===== config.mk =====
export PLATFORM = sky130hd
export DESIGN_NAME = ec_host_if
export DESIGN_NICKNAME = d
export VERILOG_FILES = /design/src/rtl/ec_host_pkg.sv /design/src/rtl/ec_port_decode.sv /design/src/rtl/ec_status_fmt.sv /design/src/rtl/ec_cmd_seq.sv /design/src/rtl/ec_host_if.sv
export SDC_FILE = /design/constraint.sdc
export NUM_CORES = 1
export LEC_CHECK = 0
export CORE_MARGIN = 2
export CORE_UTILIZATION = 43
export DETAILED_ROUTE_END_ITERATION = 8
export HOLD_SLACK_MARGIN = 0.12
export PLACE_DENSITY_LB_ADDON = 0.15
export SYNTH_ARGS = -nofsm -noshare
export SYNTH_HDL_FRONTEND = slang
export SYNTH_SLANG_ARGS = --single-unit

===== constraint.sdc =====
create_clock -name clk -period 1.5 [get_ports clk]
set_clock_uncertainty 0.1 [all_clocks]
set_input_delay 0.225 -clock clk [delete_from_list [all_inputs] [get_ports clk]]
set_output_delay 0.225 -clock clk [all_outputs]
set_load 0.05 [all_outputs]

===== src/rtl/ec_host_pkg.sv =====
package ec_host_pkg;

    localparam int BYTE_W = 8;

    localparam logic [BYTE_W-1:0] OP_READ   = 8'h80;
    localparam logic [BYTE_W-1:0] OP_WRITE  = 8'h81;
    localparam logic [BYTE_W-1:0] OP_BURST1 = 8'h82;
    localparam logic [BYTE_W-1:0] OP_BURST0 = 8'h83;
    localparam logic [BYTE_W-1:0] OP_QUERY  = 8'h84;

    localparam logic [BYTE_W-1:0] QUERY_NONE = 8'h00;

    typedef enum logic [2:0] {
        SQ_IDLE,
        SQ_RD_ADDR,
        SQ_RD_FETCH,
        SQ_WR_ADDR,
        SQ_WR_DATA
    } seq_state_e;

    typedef struct packed {
        seq_state_e        state;
        logic [BYTE_W-1:0] inbyte;
        logic              in_full;
        logic              was_cmd;
        logic [BYTE_W-1:0] outbyte;
        logic              out_full;
        logic              burst;
        logic [BYTE_W-1:0] reg_addr;
        logic [BYTE_W-1:0] reg_wdata;
        logic              reg_re;
        logic              reg_we;
    } seq_regs_t;

endpackage


===== src/rtl/ec_port_decode.sv =====
module ec_port_decode #(
    parameter int ADDR_W   = 3,
    parameter int DATA_OFS = 0,
    parameter int STAT_OFS = 4
) (
    input  logic [ADDR_W-1:0] io_addr,
    input  logic              io_rd,
    input  logic              io_wr,
    output logic              sel_data,
    output logic              sel_stat,
    output logic              data_wr,
    output logic              cmd_wr,
    output logic              data_rd
);

    localparam logic [ADDR_W-1:0] DATA_A = ADDR_W'(DATA_OFS);
    localparam logic [ADDR_W-1:0] STAT_A = ADDR_W'(STAT_OFS);

    always_comb begin
        sel_data = (io_addr == DATA_A);
        sel_stat = (io_addr == STAT_A);
        data_wr  = io_wr && sel_data;
        cmd_wr   = io_wr && sel_stat;
        data_rd  = io_rd && sel_data;
    end

    initial begin
        assert (DATA_OFS != STAT_OFS)
            else $error("data and status offsets must differ");
    end

endmodule


===== src/rtl/ec_status_fmt.sv =====
module ec_status_fmt #(
    parameter int BYTE_W = 8
) (
    input  logic              sel_data,
    input  logic              sel_stat,
    input  logic              out_full,
    input  logic              in_full,
    input  logic              was_cmd,
    input  logic              burst,
    input  logic [BYTE_W-1:0] outbyte,
    output logic [BYTE_W-1:0] rdata
);

    localparam int BIT_OUT   = 0;
    localparam int BIT_IN    = 1;
    localparam int BIT_CMD   = 3;
    localparam int BIT_BURST = 4;

    logic [BYTE_W-1:0] status_b;

    always_comb begin
        status_b            = '0;
        status_b[BIT_OUT]   = out_full;
        status_b[BIT_IN]    = in_full;
        status_b[BIT_CMD]   = was_cmd;
        status_b[BIT_BURST] = burst;
        if (sel_data) begin
            rdata = outbyte;
        end else if (sel_stat) begin
            rdata = status_b;
        end else begin
            rdata = '0;
        end
    end

endmodule


===== src/rtl/ec_cmd_seq.sv =====
module ec_cmd_seq
    import ec_host_pkg::*;
(
    input  logic              clk,
    input  logic              rst_n,
    input  logic              data_wr,
    input  logic              cmd_wr,
    input  logic              data_rd,
    input  logic [BYTE_W-1:0] wbyte,
    input  logic [BYTE_W-1:0] be_rdata,
    output logic              in_full,
    output logic              was_cmd,
    output logic              out_full,
    output logic              burst,
    output logic [BYTE_W-1:0] outbyte,
    output logic [BYTE_W-1:0] be_addr,
    output logic [BYTE_W-1:0] be_wdata,
    output logic              be_re,
    output logic              be_we
);

    seq_regs_t r_q, r_d;
    logic      host_wr;

    assign host_wr = data_wr || cmd_wr;

    always_comb begin
        r_d        = r_q;
        r_d.reg_re = 1'b0;
        r_d.reg_we = 1'b0;

        if (data_rd) begin
            r_d.out_full = 1'b0;
        end

        if (r_q.state == SQ_RD_FETCH) begin
            r_d.outbyte  = be_rdata;
            r_d.out_full = 1'b1;
            r_d.state    = SQ_IDLE;
        end

        if (r_q.in_full) begin
            r_d.in_full = 1'b0;
            if (r_q.was_cmd) begin
                r_d.state = SQ_IDLE;
                case (r_q.inbyte)
                    OP_READ:   r_d.state = SQ_RD_ADDR;
                    OP_WRITE:  r_d.state = SQ_WR_ADDR;
                    OP_BURST1: r_d.burst = 1'b1;
                    OP_BURST0: r_d.burst = 1'b0;
                    OP_QUERY: begin
                        r_d.outbyte  = QUERY_NONE;
                        r_d.out_full = 1'b1;
                    end
                    default: ;
                endcase
            end else begin
                case (r_q.state)
                    SQ_RD_ADDR: begin
                        r_d.reg_addr = r_q.inbyte;
                        r_d.reg_re   = 1'b1;
                        r_d.state    = SQ_RD_FETCH;
                    end
                    SQ_WR_ADDR: begin
                        r_d.reg_addr = r_q.inbyte;
                        r_d.state    = SQ_WR_DATA;
                    end
                    SQ_WR_DATA: begin
                        r_d.reg_wdata = r_q.inbyte;
                        r_d.reg_we    = 1'b1;
                        r_d.state     = SQ_IDLE;
                    end
                    default: ;
                endcase
            end
        end

        if (host_wr) begin
            r_d.inbyte  = wbyte;
            r_d.in_full = 1'b1;
            r_d.was_cmd = cmd_wr;
        end
    end

    always_ff @(posedge clk) begin
        if (!rst_n) begin
            r_q <= '{state: SQ_IDLE, default: '0};
        end else begin
            r_q <= r_d;
        end
    end

    assign in_full  = r_q.in_full;
    assign was_cmd  = r_q.was_cmd;
    assign out_full = r_q.out_full;
    assign burst    = r_q.burst;
    assign outbyte  = r_q.outbyte;
    assign be_addr  = r_q.reg_addr;
    assign be_wdata = r_q.reg_wdata;
    assign be_re    = r_q.reg_re;
    assign be_we    = r_q.reg_we;

    a_r4_in_full_sets: assert property (@(posedge clk) disable iff (!rst_n)
        host_wr |=> in_full);
    a_r4_in_full_drains: assert property (@(posedge clk) disable iff (!rst_n)
        in_full && !host_wr |=> !in_full);
    a_r5_cmd_marks: assert property (@(posedge clk) disable iff (!rst_n)
        cmd_wr |=> was_cmd);
    a_r5_data_marks: assert property (@(posedge clk) disable iff (!rst_n)
        data_wr |=> !was_cmd);
    a_r6_fetch_fills: assert property (@(posedge clk) disable iff (!rst_n)
        be_re |=> out_full);
    a_r7_we_single: assert property (@(posedge clk) disable iff (!rst_n)
        be_we |=> !be_we);
    a_r7_strobes_apart: assert property (@(posedge clk) disable iff (!rst_n)
        !(be_re && be_we));
    a_r9_burst_by_cmd: assert property (@(posedge clk) disable iff (!rst_n)
        !$stable(burst) |-> $past(in_full && was_cmd));

endmodule


===== src/rtl/ec_host_if.sv =====
module ec_host_if #(
    parameter int ADDR_W   = 3,
    parameter int DATA_OFS = 0,
    parameter int STAT_OFS = 4
) (
    input  logic              clk,
    input  logic              rst_n,
    input  logic [ADDR_W-1:0] io_addr,
    input  logic              io_rd,
    input  logic              io_wr,
    input  logic [7:0]        io_wdata,
    output logic [7:0]        io_rdata,
    output logic [7:0]        be_addr,
    output logic              be_re,
    output logic              be_we,
    output logic [7:0]        be_wdata,
    input  logic [7:0]        be_rdata
);

    logic       sel_data, sel_stat, data_wr, cmd_wr, data_rd;
    logic       in_full, was_cmd, out_full, burst;
    logic [7:0] outbyte;

    ec_port_decode #(
        .ADDR_W  (ADDR_W),
        .DATA_OFS(DATA_OFS),
        .STAT_OFS(STAT_OFS)
    ) u_decode (
        .io_addr (io_addr),
        .io_rd   (io_rd),
        .io_wr   (io_wr),
        .sel_data(sel_data),
        .sel_stat(sel_stat),
        .data_wr (data_wr),
        .cmd_wr  (cmd_wr),
        .data_rd (data_rd)
    );

    ec_cmd_seq u_seq (
        .clk     (clk),
        .rst_n   (rst_n),
        .data_wr (data_wr),
        .cmd_wr  (cmd_wr),
        .data_rd (data_rd),
        .wbyte   (io_wdata),
        .be_rdata(be_rdata),
        .in_full (in_full),
        .was_cmd (was_cmd),
        .out_full(out_full),
        .burst   (burst),
        .outbyte (outbyte),
        .be_addr (be_addr),
        .be_wdata(be_wdata),
        .be_re   (be_re),
        .be_we   (be_we)
    );

    ec_status_fmt #(.BYTE_W(8)) u_fmt (
        .sel_data(sel_data),
        .sel_stat(sel_stat),
        .out_full(out_full),
        .in_full (in_full),
        .was_cmd (was_cmd),
        .burst   (burst),
        .outbyte (outbyte),
        .rdata   (io_rdata)
    );

    a_r8_rd_clears: assert property (@(posedge clk) disable iff (!rst_n)
        data_rd && !be_re && !(in_full && was_cmd) |=> !out_full);
    a_r2_stray_write: assert property (@(posedge clk) disable iff (!rst_n)
        io_wr && !sel_data && !sel_stat && !in_full |=> !in_full);

endmodule


==> Word level (Yosys, flattened, before mapping) <==
Cells that the tools add are included.
W data, S select, Z words.
{ "totals": {"register_bits": 41, "in_bits": 23, "out_inout_bits": 26, "wordCells": 54} }
{ "op_classes": {"n_eq_ne": 10, "mux": 19, "bitwise": 3, "n_reduce_logical": 11} }
{ "ops": {"columns": ["operator", "count"], "rows": [
  ["$eq A8 B8 Y1 const B", 5],
  ["$mux W28", 1],
  ["$mux W8", 3],
  ["$mux W18", 1],
  ["$mux W9", 2],
  ["$mux W10", 1],
  ["$mux W3", 3],
  ["$pmux W3 S3", 1],
  ["$reduce_and A3 Y1", 3],
  ["$eq A3 B2 Y1 const B", 2],
  ["$eq A3 B3 Y1 const B", 2],
  ["$mux W5", 1],
  ["$pmux W2 S2", 1],
  ["$eq A3 B1 Y1 const B", 1],
  ["$logic_and A1 B1 Y1", 3],
  ["$logic_not A3 Y1", 1],
  ["$mux W1", 3],
  ["$not A1 Y1", 3],
  ["$reduce_or A3 Y1", 1],
  ["$mux W2", 1],
  ["$pmux W1 S2", 1],
  ["$reduce_bool A2 Y1", 1],
  ["$reduce_or A2 Y1", 1],
  ["$logic_or A1 B1 Y1", 1]
]} }

==> Longest topological paths before layout <==
{ "depth": {"ltp_word": 7, "ltp_mapped": 6, "mapped_depth_nobuf": 4} }

==> Cells and area by module <==
From an unflattened synthesis, not the netlist that was laid out.
{ "hier_totals": {"cells_unflattened": 227, "hier_area_um2": 2003.2} }
{ "modules_own_cells": {"columns": ["mod", "instances", "cells_per_inst", "area_per_inst_um2", "seq_area_each_um2"], "rows": [
  ["ec_cmd_seq", 1, 210, 1866.8, 820.8],
  ["ec_status_fmt", 1, 12, 93.8, 0.0],
  ["ec_port_decode", 1, 5, 42.5, 0.0]
]} }

==> Least setup slack after synthesis <==
No wires, ideal clock.
{ "synth_timing": {"path_kind": "input -> output", "startpoint": "in io_addr[2]", "endpoint": "out io_rdata[0]", "arrival_time_ps": 1637, "required_time_ps": 1175, "slack_ps": -462, "path_stages": 3, "n_path_buf": 1, "path_cell_list": "clkbuf_1 > mux2i_1 > nor3_1"} }
{ "synth_between": {"elab_chain_cells": 3, "word_cells_on_any_way": 4, "classes_between": "1 x eq/ne; 2 x mux; 1 x reduce/logical"} }
{ "synth_lines": {"columns": ["element", "line_no", "text"], "rows": [
  ["start, declared", "ec_host_if.sv:8", "input logic [ADDR_W-1:0] io_addr,"],
  ["$eq A3 B3 Y1", "ec_port_decode.sv:21", "sel_stat = (io_addr == STAT_A);"],
  ["$mux W5", "ec_status_fmt.sv:29", "end else if (sel_stat) begin"],
  ["$mux W8 *", "ec_status_fmt.sv:27", "if (sel_data) begin"],
  ["end, declared", "ec_host_if.sv:12", "output logic [7:0] io_rdata,"]
]} }
Every way passes the cells marked *; elsewhere a longest branch is shown, timed or not.

==> Worst setup path in the final report <==
{ "layout_timing": {"startpoint": "reg u_seq.r_q, in the netlist u_seq.was_cmd", "endpoint": "reg u_seq.r_q, in the netlist u_seq.be_wdata[6]"} }
{ "layout_between": {"elab_chain_cells": 2} }
{ "layout_lines": {"columns": ["element", "line_no", "text"], "rows": [
  ["start, declared", "ec_cmd_seq.sv:22", "seq_regs_t r_q, r_d;"],
  ["start signal, assigned", "ec_cmd_seq.sv:89", "r_q <= r_d;"],
  ["$not A1 Y1 (no source line)", null, null],
  ["$reduce_and A3 Y1 (no source line)", null, null]
]} }
No other way between the ends.
A chain may end at the register's enable or synchronous reset.

==> flow_summary.toml <==
[synthesis]
synth_nets = 235
syn_area_per_cell_um2 = 8.599
synth.distinct_cells = 30
yosys.area_share.simple = 0.2553
synthXorXnorAreaFrac = 0
synthAdderAreaFrac = 0
synth_top_area_cell = "dfxtp_1"
synth.area.top_cells = "dfxtp_1 (45%), nand2_1 (12%), a21boi_0 (7.4%)"
synth_top_family_by_area = "simple AND/OR/NAND/NOR gates"
yosys-mux-area-fraction = 0.07138
synth_compound_area_frac = 0.1283
ys_seq_area_frac = 0.4502
netlist_area_um2 = 1823
netlist.area_leader.share = 0.4502
yosysWarnings = 0
ys_ff_latch = 41
synth_cells = 212

[pwr]
p_leak_nw = 1.022
seqPwrFrac = 0.556
clkPwrFrac = 0.362
intPower_mw = 1.558
p_comb_frac = 0.082
ir_drop_mv = 0.4667
switching_power_uw = 430.9
total_power_mw = 1.989
p_sw_frac = 0.2166
power-per-cell-area_nw_per_um2 = 697.9

[hold_path]
hp-class = "reg2reg"

[cts]
clock-root-buffer = "clkbuf_8"
cts_htree_levels = 2
cts-buffers-inserted = 5
tritoncts = "done"
clockBufferDepth = 2
clkTransAtPathRegs_ns = 0.07
clk_latency_ns = 0.29
clock-sinks = 41

[floorplanning]
fp.dieW_um = 69.11
start_util = 0.4525
ios = 49
coreArea_um2 = 4029
die_area_um2 = 4776
die_h_um = 69.11
rows = 23

[setup_path]
cp_data_arrival_time_ns = 1.59
cp_max_fo = 4
worstSetupPathType = "reg2reg"
end_kind = "register"
start_kind = "register"
worst_ep_required_time_ns = 1.59

[timing]
worst_pin_slew_ns = 0.2877
setup-violations-final = 1
fin_crit_ns = 1.503
finalCritPeriodShare = 1.002
maxSlewViolCount = 0
postLayoutSetupSlackWorst_ns = -0.003117
hold_violations = 0
relSlewSlack = 0.8066
rsz0062_at_grt = "yes"
clock.fmax_ghz = 0.6653

[final_layout]
fin_nets = 283
syn2layout_area_growth_pct = 56.35
final_cell_mix = "nand2_1 (56), dfxtp_1 (38), buf_12 (27)"
mostFrequentLayoutCell = "nand2_1"
n_antenna_cell = 0
drive_gt1_frac = 0.2962
fillers = 320
register_area_um2 = 827.0
finish.utilization = 0.7075
multi_input_area_um2 = 968.4

[routing]
drtPass1Iterations = 4
wl_per_cell_um = 13.10
drt-initial-drc-count = 65
vias = 1531
drc = 0
viasPerCell = 4.939
drtAntennaViolNets = 0
wl_mm = 4.062

[placement]
hpwlAfterDp_mm = 2.992
numPortBuffers = 48
gp_congestion = 0.8019
pre_cts_ws_ns = -0.2442

[run_status]
failed_checks = "setup timing"
status = "complete, but fails checks"

[global_route]
globalRouteTotalUtil = 0.1749
grt_start_max_net_pins = 33
grt_pass1_vias = 1505
grt_pass1_wl_mm = 6.658
antenna_found_initial = 0
gr-total-overflow = 0

[job]
cap_violations = 0
## power by group through the flow
stage	clock network [mW]	logic, mW	registers [mW]
after floorplan	0	0.0532	1.13
after global placement	0	0.153	1.13
after detailed placement	0	0.155	1.13
after CTS	0.736	0.163	1.10
after global routing	0.774	0.178	1.11
final	0.720	0.164	1.11
## state kept, by name, indices dropped and copies added (netlist names)
signal,count
u_seq.be_addr,8
u_seq.be_re,1
u_seq.be_wdata,8
u_seq.be_we,1
u_seq.burst,1
u_seq.in_full,1
u_seq.out_full,1
u_seq.outbyte,8
u_seq.r_q,11
u_seq.was_cmd,1
## per-layer routing
metal	wire length, um	track usage	up-vias
met3	217	0.05848	7
li1	-	-	780
met2	2085	0.3066	34
met1	1702	0.1982	710
met5	0	0	-
met4	57	0.05882	0
## cell families (layout without fill, tap and decap cells)
| kind of cell | Yosys count | after routing |
|---|---|---|
| AOI/OAI and AO/OA | 34 | 34 |
| buffers and inverters | 27 | 75 |
| muxes | 13 | 13 |
| and+or+nand+nor | 97 | 97 |
| DFF | 41 | 41 |
## worst max-delay path: stages (launching register included)
cell	delay (ns)
dfxtp_2	0.34
nand2b_4	0.15
nor4b_4	0.33
buf_4	0.21
mux2i_1	0.20
nor2b_1	0.06
## path summary, 6_finish.rpt
path / start / end / slack, ns / depth (start not counted)
max: u_seq.was_cmd / u_seq.be_wdata[6] / -0.003 / 5
min reg2reg: u_seq.outbyte[5] / u_seq.outbyte[5] / 0.35 / 2
min: u_seq.outbyte[5] / u_seq.outbyte[5] / 0.35 / 2
max reg2reg: u_seq.was_cmd / u_seq.be_wdata[6] / -0.003 / 5
## repair_timing
| action | 4_1_cts | 5_1_grt |
|---|---|---|
| pin swaps | 2 | 2 |
| hold buffers | 0 | 0 |
| gates resized for setup | 17 | 14 |
| gates cloned | 0 | 1 |
| endpoints found under the setup margin | 8 | 29 |
| hold endpoints to repair | 0 | 0 |
| buffers inserted | 1 | 0 |
## cells in the mapped netlist, drive strengths merged
library cell and instances:
nand4 1, nor3 7, a21o 1, o22ai 1, a21boi 19, and3 1, nand3 1, a21oi 9
nand2b 2, nor3b 3, clkbuf 8, nor4b 1, and4b 1, inv 1, a31o 1, dfxtp 41
and2 8, nand2 57, o21a 1, a22oi 1, o31a 1, buf 18, nor4 2, mux2i 13
or3 1, nor2 4, nor2b 8
## through the flow
step           setup TNS (ns)  std cells  instance area [um2]  hold slack (ns)
2_1_floorplan               0        212                 1873           0.2610
3_3_place_gp           -1.854        302                 2655           0.3415
3_5_place_dp           -2.295        302                 2655           0.3466
4_1_cts                     0        309                 2803           0.3559
5_1_grt               -0.5151        310                 2850           0.3724
6_report            -0.003117        310                 2850           0.3512
## area by class of cell
class                      instances  area share
sequential                        41      0.2902
inverter                           1    0.001317
tap                               50     0.02195
clock buffer                       7     0.03029
multi-input combinational        144      0.3398
timing repair buffer              67      0.3165
(Power assumes the default switching activity.)
